<file path="src/rtl/epp_pkg.sv">
package epp_pkg;

   typedef enum logic [2:0] {
      SEL_PORT_DATA = 3'd0,
      SEL_STATUS    = 3'd1,
      SEL_CONTROL   = 3'd2,
      SEL_EPP_ADDR  = 3'd3,
      SEL_EPP_DATA  = 3'd4
   } host_sel_e;

   typedef enum logic [1:0] {
      ST_IDLE   = 2'd0,
      ST_WR_STB = 2'd1,
      ST_RD_ARM = 2'd2,
      ST_RD_STB = 2'd3
   } cyc_state_e;

   localparam int CTL_STROBE_BIT = 0;
   localparam int CTL_AUTOFD_BIT = 1;
   localparam int CTL_INIT_BIT   = 2;
   localparam int CTL_DIR_BIT    = 5;
   localparam int STAT_TMO_BIT   = 0;
   localparam int SEL_W          = 3;

endpackage

</file>
<file path="src/rtl/epp_sync.sv">
module epp_sync #(
   parameter int STAGES    = 2,
   parameter bit RESET_VAL = 1'b1
) (
   input  logic clk,
   input  logic rst_n,
   input  logic d,
   output logic q
);

   if (STAGES < 2) begin : g_chk_stages
      $error("epp_sync: STAGES must be at least 2");
   end

   logic [STAGES-1:0] chain;

   if (STAGES == 2) begin : g_two
      always_ff @(posedge clk or negedge rst_n) begin
         if (!rst_n) chain <= {STAGES{RESET_VAL}};
         else        chain <= {chain[0], d};
      end
   end else begin : g_deep
      always_ff @(posedge clk or negedge rst_n) begin
         if (!rst_n) chain <= {STAGES{RESET_VAL}};
         else        chain <= {chain[STAGES-2:0], d};
      end
   end

   assign q = chain[STAGES-1];

endmodule

</file>
<file path="src/rtl/epp_watchdog.sv">
module epp_watchdog #(
   parameter int LIMIT = 1250
) (
   input  logic clk,
   input  logic rst_n,
   input  logic restart,
   input  logic active,
   output logic expire
);

   localparam int CW = $clog2(LIMIT + 1);
   localparam logic [CW-1:0] LAST = CW'(LIMIT - 1);

   if (LIMIT < 2) begin : g_chk_limit
      $error("epp_watchdog: LIMIT must be at least 2");
   end

   logic [CW-1:0] cnt;

   always_ff @(posedge clk or negedge rst_n) begin
      if (!rst_n)                      cnt <= '0;
      else if (restart)                cnt <= '0;
      else if (active && cnt != LAST)  cnt <= cnt + 1'b1;
   end

   assign expire = active && !restart && (cnt == LAST);

   AST_WDOG_BOUND: assert property (@(posedge clk) disable iff (!rst_n) cnt <= LAST);
   AST_WDOG_RESTART: assert property (@(posedge clk) disable iff (!rst_n) restart |=> !expire);

endmodule

</file>
<file path="src/rtl/epp_host_regs.sv">
module epp_host_regs
   import epp_pkg::*;
#(
   parameter int DW = 8
) (
   input  logic              clk,
   input  logic              rst_n,
   input  logic              reg_wr_fire,
   input  logic              reg_rd_fire,
   input  logic [SEL_W-1:0]  sel,
   input  logic [DW-1:0]     wdata,
   input  logic [DW-1:0]     per_data_i,
   input  logic              epp_wr_fire,
   input  logic              tmo_set,
   output logic [DW-1:0]     ctl_q,
   output logic [DW-1:0]     data_q,
   output logic              tmo_q,
   output logic [DW-1:0]     rd_mux
);

   if (DW <= CTL_DIR_BIT) begin : g_chk_dw
      $error("epp_host_regs: DW too narrow for the control byte");
   end

   logic status_rd;
   assign status_rd = reg_rd_fire && (sel == SEL_STATUS);

   always_ff @(posedge clk or negedge rst_n) begin
      if (!rst_n) begin
         ctl_q  <= '0;
         data_q <= '0;
         tmo_q  <= 1'b0;
      end else begin
         if (reg_wr_fire && sel == SEL_CONTROL)   ctl_q  <= wdata;
         if (epp_wr_fire)                         data_q <= wdata;
         else if (reg_wr_fire && sel == SEL_PORT_DATA) data_q <= wdata;
         if (tmo_set)        tmo_q <= 1'b1;
         else if (status_rd) tmo_q <= 1'b0;
      end
   end

   always_comb begin
      rd_mux = '0;
      case (sel)
         SEL_PORT_DATA: rd_mux = per_data_i;
         SEL_STATUS:    rd_mux[STAT_TMO_BIT] = tmo_q;
         SEL_CONTROL:   rd_mux = ctl_q;
         default:       rd_mux = '0;
      endcase
   end

   AST_TMO_STICKY: assert property (@(posedge clk) disable iff (!rst_n) tmo_q && !status_rd |=> tmo_q);
   AST_TMO_CLEAR: assert property (@(posedge clk) disable iff (!rst_n) status_rd && !tmo_set |=> !tmo_q);
   AST_TMO_SET: assert property (@(posedge clk) disable iff (!rst_n) tmo_set |=> tmo_q);

endmodule

</file>
<file path="src/rtl/epp_cycle_fsm.sv">
module epp_cycle_fsm
   import epp_pkg::*;
#(
   parameter int DW = 8
) (
   input  logic              clk,
   input  logic              rst_n,
   input  logic              host_rd_n,
   input  logic              host_wr_n,
   input  logic [SEL_W-1:0]  host_sel,
   input  logic [DW-1:0]     host_wdata,
   input  logic [DW-1:0]     per_data_i,
   input  logic              wait_s,
   input  logic [DW-1:0]     ctl_q,
   input  logic [DW-1:0]     data_q,
   input  logic [DW-1:0]     rd_mux,
   input  logic              expire,
   output logic              reg_wr_fire,
   output logic              reg_rd_fire,
   output logic              epp_wr_fire,
   output logic              tmo_set,
   output logic              wd_restart,
   output logic              wd_active,
   output logic [DW-1:0]     host_rdata,
   output logic              host_rdy,
   output logic [DW-1:0]     per_data_o,
   output logic              per_data_oe,
   output logic              per_write_n,
   output logic              per_dstb_n,
   output logic              per_astb_n
);

   cyc_state_e state, nxt;
   logic rd_prev, wr_prev, addr_q, addr_nxt;
   logic rd_fall, wr_fall, sel_is_epp;
   logic start_wr, start_rd, rd_done;

   assign rd_fall    = rd_prev && !host_rd_n;
   assign wr_fall    = wr_prev && !host_wr_n;
   assign sel_is_epp = (host_sel == SEL_EPP_ADDR) || (host_sel == SEL_EPP_DATA);

   always_comb begin
      nxt         = state;
      start_wr    = 1'b0;
      start_rd    = 1'b0;
      reg_wr_fire = 1'b0;
      reg_rd_fire = 1'b0;
      tmo_set     = 1'b0;
      rd_done     = 1'b0;
      case (state)
         ST_IDLE: begin
            if (wr_fall && sel_is_epp) begin
               start_wr = 1'b1;
               nxt      = ST_WR_STB;
            end else if (rd_fall && sel_is_epp) begin
               start_rd = 1'b1;
               nxt      = ST_RD_ARM;
            end else begin
               reg_wr_fire = wr_fall;
               reg_rd_fire = rd_fall;
            end
         end
         ST_WR_STB: begin
            if (expire) begin
               tmo_set = 1'b1;
               nxt     = ST_IDLE;
            end else if (host_wr_n) begin
               nxt = ST_IDLE;
            end
         end
         ST_RD_ARM: begin
            if (expire) begin
               tmo_set = 1'b1;
               nxt     = ST_IDLE;
            end else if (host_rd_n) begin
               nxt = ST_IDLE;
            end else if (!wait_s) begin
               nxt = ST_RD_STB;
            end
         end
         ST_RD_STB: begin
            if (expire) begin
               tmo_set = 1'b1;
               nxt     = ST_IDLE;
            end else if (host_rd_n) begin
               nxt = ST_IDLE;
            end else if (wait_s) begin
               rd_done = 1'b1;
               nxt     = ST_IDLE;
            end
         end
         default: nxt = ST_IDLE;
      endcase
   end

   assign epp_wr_fire = start_wr;
   assign wd_restart  = start_wr || start_rd;
   assign wd_active   = (state != ST_IDLE);
   assign addr_nxt    = wd_restart ? (host_sel == SEL_EPP_ADDR) : addr_q;

   always_ff @(posedge clk or negedge rst_n) begin
      if (!rst_n) begin
         state       <= ST_IDLE;
         rd_prev     <= 1'b1;
         wr_prev     <= 1'b1;
         addr_q      <= 1'b0;
         host_rdata  <= '0;
         host_rdy    <= 1'b1;
         per_data_o  <= '0;
         per_data_oe <= 1'b1;
         per_write_n <= 1'b1;
         per_dstb_n  <= 1'b1;
         per_astb_n  <= 1'b1;
      end else begin
         state   <= nxt;
         rd_prev <= host_rd_n;
         wr_prev <= host_wr_n;
         addr_q  <= addr_nxt;
         if (reg_rd_fire)  host_rdata <= rd_mux;
         else if (rd_done) host_rdata <= per_data_i;
         case (nxt)
            ST_WR_STB: begin
               per_data_o  <= start_wr ? host_wdata : data_q;
               per_data_oe <= 1'b1;
               per_write_n <= 1'b0;
               per_dstb_n  <= addr_nxt;
               per_astb_n  <= !addr_nxt;
               host_rdy    <= wait_s;
            end
            ST_RD_ARM: begin
               per_data_o  <= data_q;
               per_data_oe <= 1'b0;
               per_write_n <= 1'b1;
               per_dstb_n  <= 1'b1;
               per_astb_n  <= 1'b1;
               host_rdy    <= 1'b0;
            end
            ST_RD_STB: begin
               per_data_o  <= data_q;
               per_data_oe <= 1'b0;
               per_write_n <= 1'b1;
               per_dstb_n  <= addr_nxt;
               per_astb_n  <= !addr_nxt;
               host_rdy    <= 1'b0;
            end
            default: begin
               per_data_o  <= data_q;
               per_data_oe <= !ctl_q[CTL_DIR_BIT];
               per_write_n <= 1'b1;
               per_dstb_n  <= 1'b1;
               per_astb_n  <= 1'b1;
               host_rdy    <= 1'b1;
            end
         endcase
      end
   end

   AST_STROBE_EXCL: assert property (@(posedge clk) disable iff (!rst_n) per_dstb_n || per_astb_n);
   AST_WRITE_DRIVES: assert property (@(posedge clk) disable iff (!rst_n) !per_write_n |-> per_data_oe && !(per_dstb_n && per_astb_n));
   AST_READ_FLOATS: assert property (@(posedge clk) disable iff (!rst_n) !host_rdy && per_write_n |-> !per_data_oe);
   AST_READ_STB_READY: assert property (@(posedge clk) disable iff (!rst_n) ($fell(per_dstb_n) || $fell(per_astb_n)) && per_write_n |-> !$past(wait_s));
   AST_ABORT_RELEASE: assert property (@(posedge clk) disable iff (!rst_n) tmo_set |=> host_rdy && per_dstb_n && per_astb_n && per_write_n);

endmodule

</file>
<file path="src/rtl/epp_cycle_engine.sv">
module epp_cycle_engine
   import epp_pkg::*;
#(
   parameter int DW          = 8,
   parameter int TMO_CYCLES  = 1250,
   parameter int SYNC_STAGES = 2
) (
   input  logic                clk,
   input  logic                rst_n,
   input  logic                host_rd_n,
   input  logic                host_wr_n,
   input  logic [SEL_W-1:0]    host_sel,
   input  logic [DW-1:0]       host_wdata,
   output logic [DW-1:0]       host_rdata,
   output logic                host_rdy,
   output logic [DW-1:0]       per_data_o,
   output logic                per_data_oe,
   input  logic [DW-1:0]       per_data_i,
   output logic                per_write_n,
   output logic                per_dstb_n,
   output logic                per_astb_n,
   input  logic                per_wait_n,
   output logic                per_strobe,
   output logic                per_autofd,
   output logic                per_init
);

   logic wait_s, expire;
   logic reg_wr_fire, reg_rd_fire, epp_wr_fire, tmo_set, wd_restart, wd_active;
   logic tmo_q;
   logic [DW-1:0] ctl_q, data_q, rd_mux;

   epp_sync #(.STAGES(SYNC_STAGES), .RESET_VAL(1'b1)) u_wait_sync (
      .clk(clk), .rst_n(rst_n), .d(per_wait_n), .q(wait_s)
   );

   epp_watchdog #(.LIMIT(TMO_CYCLES)) u_wdog (
      .clk(clk), .rst_n(rst_n), .restart(wd_restart), .active(wd_active), .expire(expire)
   );

   epp_host_regs #(.DW(DW)) u_regs (
      .clk(clk), .rst_n(rst_n),
      .reg_wr_fire(reg_wr_fire), .reg_rd_fire(reg_rd_fire),
      .sel(host_sel), .wdata(host_wdata), .per_data_i(per_data_i),
      .epp_wr_fire(epp_wr_fire), .tmo_set(tmo_set),
      .ctl_q(ctl_q), .data_q(data_q), .tmo_q(tmo_q), .rd_mux(rd_mux)
   );

   epp_cycle_fsm #(.DW(DW)) u_fsm (
      .clk(clk), .rst_n(rst_n),
      .host_rd_n(host_rd_n), .host_wr_n(host_wr_n), .host_sel(host_sel),
      .host_wdata(host_wdata), .per_data_i(per_data_i), .wait_s(wait_s),
      .ctl_q(ctl_q), .data_q(data_q), .rd_mux(rd_mux), .expire(expire),
      .reg_wr_fire(reg_wr_fire), .reg_rd_fire(reg_rd_fire), .epp_wr_fire(epp_wr_fire),
      .tmo_set(tmo_set), .wd_restart(wd_restart), .wd_active(wd_active),
      .host_rdata(host_rdata), .host_rdy(host_rdy),
      .per_data_o(per_data_o), .per_data_oe(per_data_oe), .per_write_n(per_write_n),
      .per_dstb_n(per_dstb_n), .per_astb_n(per_astb_n)
   );

   assign per_strobe = ctl_q[CTL_STROBE_BIT];
   assign per_autofd = ctl_q[CTL_AUTOFD_BIT];
   assign per_init   = ctl_q[CTL_INIT_BIT];

   AST_IDLE_TMO_QUIET: assert property (@(posedge clk) disable iff (!rst_n) !wd_active |-> !tmo_set);
   AST_TMO_NEEDS_CYCLE: assert property (@(posedge clk) disable iff (!rst_n) $rose(tmo_q) |-> $past(wd_active));

endmodule

</file>
<file path="config.mk">
export PLATFORM = sky130hd
export DESIGN_NAME = epp_cycle_engine
export DESIGN_NICKNAME = d
export VERILOG_FILES = /design/src/rtl/epp_pkg.sv /design/src/rtl/epp_sync.sv /design/src/rtl/epp_watchdog.sv /design/src/rtl/epp_host_regs.sv /design/src/rtl/epp_cycle_fsm.sv /design/src/rtl/epp_cycle_engine.sv
export SDC_FILE = /design/constraint.sdc
export NUM_CORES = 1
export LEC_CHECK = 0
export ABC_AREA = 1
export BUFFER_PORTS_ARGS = -buffer_cell sky130_fd_sc_hd__buf_2
export CAP_MARGIN = 5
export CORE_MARGIN = 10
export CORE_UTILIZATION = 40
export CTS_CLUSTER_SIZE = 16
export DETAILED_ROUTE_END_ITERATION = 8
export PLACE_DENSITY = 0.63
export REMOVE_ABC_BUFFERS = 1
export SYNTH_ARGS = -nofsm -noshare
export SYNTH_HDL_FRONTEND = slang
export SYNTH_SLANG_ARGS = --single-unit
export TNS_END_PERCENT = 5
</file>
<file path="constraint.sdc">
create_clock -name clk -period 4.2 [get_ports clk]
set_input_delay 0.84 -clock clk [delete_from_list [all_inputs] [get_ports clk]]
set_output_delay 0.84 -clock clk [all_outputs]
set_load 0.02 [all_outputs]
</file>
==> qor.yml <==
yosys:
  synth_compound_area_share_pct: 10.1
  synth_area_sq_um: 2860
  synthSimpleGateAreaFrac_pct: 31.2
  synth_top_area_cell: "dfrtp_1"
  ys_ff_latch: 56
  synth_fa_ha_area_share_pct: 0.876
  synth_top_family_by_area: "simple AND/OR/NAND/NOR gates"
  seq_area_frac_synth_pct: 49.5
  synth_ff_type: "dfrtp_1"
  synth.area.mux_share_pct: 0
  synth_top_area_share_pct: 41.2
  synth_warnings: 0
  synth.distinct_cells: 33
  syn_avg_cell_area_sq_um: 8.74
  synthXorXnorAreaFrac_pct: 1.53
  synth_area_leaders: "dfrtp_1, nand2_1, dfstp_2"
  synthCells: 327
  async_reset_ff_share_pct: 100
  synth-edff-count: 0
placed_design:
  place.detailed.hpwl_mm: 4.74
  numPortBuffers: 47
  gp_congestion: 0.791
global_routing:
  grt_max_degree: 44
  grt_pass1_vias: 2247
  overflow: 0
  track_usage_pct: 11.9
  grt_first_pass_wirelength_mm: 11.0
  antenna_found_initial: 0
critical_path:
  cp_common_cell: "nand2_1"
  crit_start: "host_wr_n"
  crit_path_end_kind: "flop"
  critPathMaxFanout: 12
  r2r_cells: 9
  cpLargestDelayFamily: "simple AND/OR/NAND/NOR gates"
  cp.arrival_ps: 2060
  r2r_start: "u_wdog.cnt[1]"
  cp_data_required_time_ps: 4410
  timing.rr.end: "u_wdog.cnt[10]"
  critPathMaxStageDelay_ps: 460
  slowest_stage: "o211ai_2"
  r2r_slack_ps: 2450
  cp_cell_sequence: "buf_2 > inv_1 > nand2_1 > inv_1 > o211ai_2 > nand2_2 > nand2_1 > nand2_1"
  crit_type: "input pin to flop"
  start_kind: "input pin"
  path_buf_inv: 3
worst_hold_path:
  min_from: "u_wait_sync.chain[0]"
  hold_class: "flop to flop"
  min_to: "u_wait_sync.chain[1]"
  whs_path_depth: 0
clock_tree:
  cts_made_buffers: 5
  cts_setup_buffers: 0
  cts_sinks: 56
  clock-root-buffer: "clkbuf_8"
  cts_max_level: 2
  worstSkewPairLatency_ps: 320
  cts_max_path_buffers: 2
  cts-hold-fix-buffers: 0
  cts.repair.resized: 0
  cts.clk_slew.worst_paths_ps: 100
  cts_tree: "built"
die:
  io_pins: 48
  die_w_um: 105
  start_util_pct: 41.6
  rows: 30
  dieHeight_um: 105
  core-area_sq_um: 6870
  dieArea_sq_um: 10900
timing:
  finalHoldViolations: 0
  max-slew-margin-rel_pct: 37.6
  finalCritPeriodShare_pct: 44.0
  fmax_mhz: 541
  rsz0062_at_grt: "false"
  post-route-min-period_ps: 1850
  setup_violations: 0
  slew_viol_final: 0
  tightest_slew_ps: 936
  fin_setup_tns_ps: 0
  worst_clock_skew_ps: 8.22
run:
  maxCapViolations: 0
routing:
  wl_per_cell_um: 13.3
  drcViolationCount: 0
  via_per_inst: 4.72
  antenna_left: 0
  num_vias: 2230
  first_pass_iters: 4
  wl_mm: 6.27
  drt_iter0_markers: 87
power_and_ir_drop:
  pwr-share-seq_pct: 51.6
  power.density_nw_per_um2: 451
  finalPower_mw: 1.47
  clkPwrFrac_pct: 21.3
  netSwitchingPower_mw: 0.541
  combinationalPowerShare_pct: 27.1
  p_sw_share_pct: 36.8
  ir_worst_vdd_v: 0.000225
  p_int_mw: 0.928
  p_leak_nw: 1.67
layout:
  antenna_cells: 0
  syn_to_final_growth_pct: 14.0
  drive_gt1_share_pct: 29.3
  final_nets: 401
status:
  outcome: "finished clean"
[per-layer routing]
| layer | routed length, um | track usage (%) | up-vias | part of all wire [%] |
|---|---|---|---|---|
| met3 | 210 | 2.35 | 6 | 3.4 |
| li1 | - | - | 1148 | - |
| met1 | 3070 | 16.6 | 1029 | 49 |
| met2 | 2900 | 17.9 | 47 | 46 |
| met5 | 0 | 0 | - | 0 |
| met4 | 89 | 3.88 | 0 | 1.4 |
[power by group through the flow]
| stage | Sequential [mW] | Combinational [mW] | Clock, mW |
|---|---|---|---|
| final | 0.758 | 0.398 | 0.313 |
| after global routing | 0.774 | 0.460 | 0.347 |
| after CTS | 0.757 | 0.405 | 0.324 |
| after detailed placement | 0.768 | 0.402 | 0 |
| after global placement | 0.762 | 0.397 | 0 |
| after floorplan | 0.797 | 0.232 | 0 |
[how the worst max path moves through the flow]
stage               depth (start not counted)             end  slack (ps)
finish                                      8  u_wdog.cnt[10]        2350
global route                                8   u_wdog.cnt[6]        2170
CTS                                         1     per_write_n        2350
detailed placement                          8  u_wdog.cnt[10]        2020
global placement                            8   u_wdog.cnt[5]        2050
floorplan                                   7  u_wdog.cnt[10]        2380
[registers in the layout (all words and copies together) (netlist names)]
signal	cells
u_fsm.addr_q	1
u_fsm.host_rdata	8
u_fsm.host_rdy	1
u_fsm.per_astb_n	1
u_fsm.per_data_o	8
u_fsm.per_data_oe	1
u_fsm.per_dstb_n	1
u_fsm.per_write_n	1
u_fsm.rd_prev	1
u_fsm.state	2
u_fsm.wr_prev	1
u_regs.ctl_q	8
u_regs.data_q	8
u_regs.tmo_q	1
u_wait_sync.chain	2
u_wdog.cnt	11
[kinds of logic (layout without fill, tap and decap cells)]
kind of cell	count (synthesis)	in the layout
flops	56	56
compound gates	44	44
xor+xnor	5	5
buf+inv	43	92
fa+ha+maj	2	2
simple gates	177	177
[stage by stage]
| step | instances | area, sq um | worst slack (ps) | hold WS (ps) | utilization [%] |
|---|---|---|---|---|---|
| global route | 472 | 3260 | 2170 | 370 | 47.4 |
| floorplan | 320 | 2800 | 2380 | 345 | - |
| CTS | 472 | 3260 | 2350 | 369 | 47.4 |
| detailed placement | 464 | 3160 | 2020 | 354 | 46.0 |
| finish | 472 | 3260 | 2350 | 368 | 47.4 |
| global placement | 464 | 3160 | 2050 | 346 | 46.0 |
[final cells by class]
type                       instances  area, sq um
fill                             673         3610
sequential                        56         1410
multi-input combinational        228         1250
timing repair buffer              48          243
inverter                          36          138
tap                               96          120
clock buffer                       5         68.8
clock inverter                     3         26.3
[layout by cell type (no fill, tap or decap), types with 2 or more instances in the layout]
master    instances
nand2_1          95
buf_2            47
dfrtp_1          47
nand3_1          36
inv_1            27
o21ai_0          16
nor2_1           14
o21ai_1          14
dfstp_2           9
nand2_4           8
nand2_2           8
o21ai_2           8
inv_2             7
nand4_1           6
xor2_1            5
clkbuf_8          5
nor2_4            2
nor2_8            2
a21oi_2           2
ha_1              2
inv_6             2
[cells in the mapped netlist (2+ instances only)]
master	number
xor2_1	5
buf_4	2
nand2_2	8
nor2_1	14
a21oi_2	2
ha_1	2
nand3_1	36
o21ai_1	14
nand4_1	6
buf_2	2
nand2_1	95
buf_6	3
nor2_8	2
nand2_4	8
inv_1	27
o21ai_2	8
o21ai_0	16
nor2_4	2
dfrtp_1	47
dfstp_2	9
inv_2	7
[worst register-to-register path: stages (launching register included)]
cell     delay (ps)
dfrtp_1         460
inv_1            80
ha_1            140
nand2_1          50
nor2_1          170
nand3_2         150
nand2_2         240
nand2_2         180
nand2_1         130
nand2_1          50
Note: power is estimated with default switching activity, not from simulation.
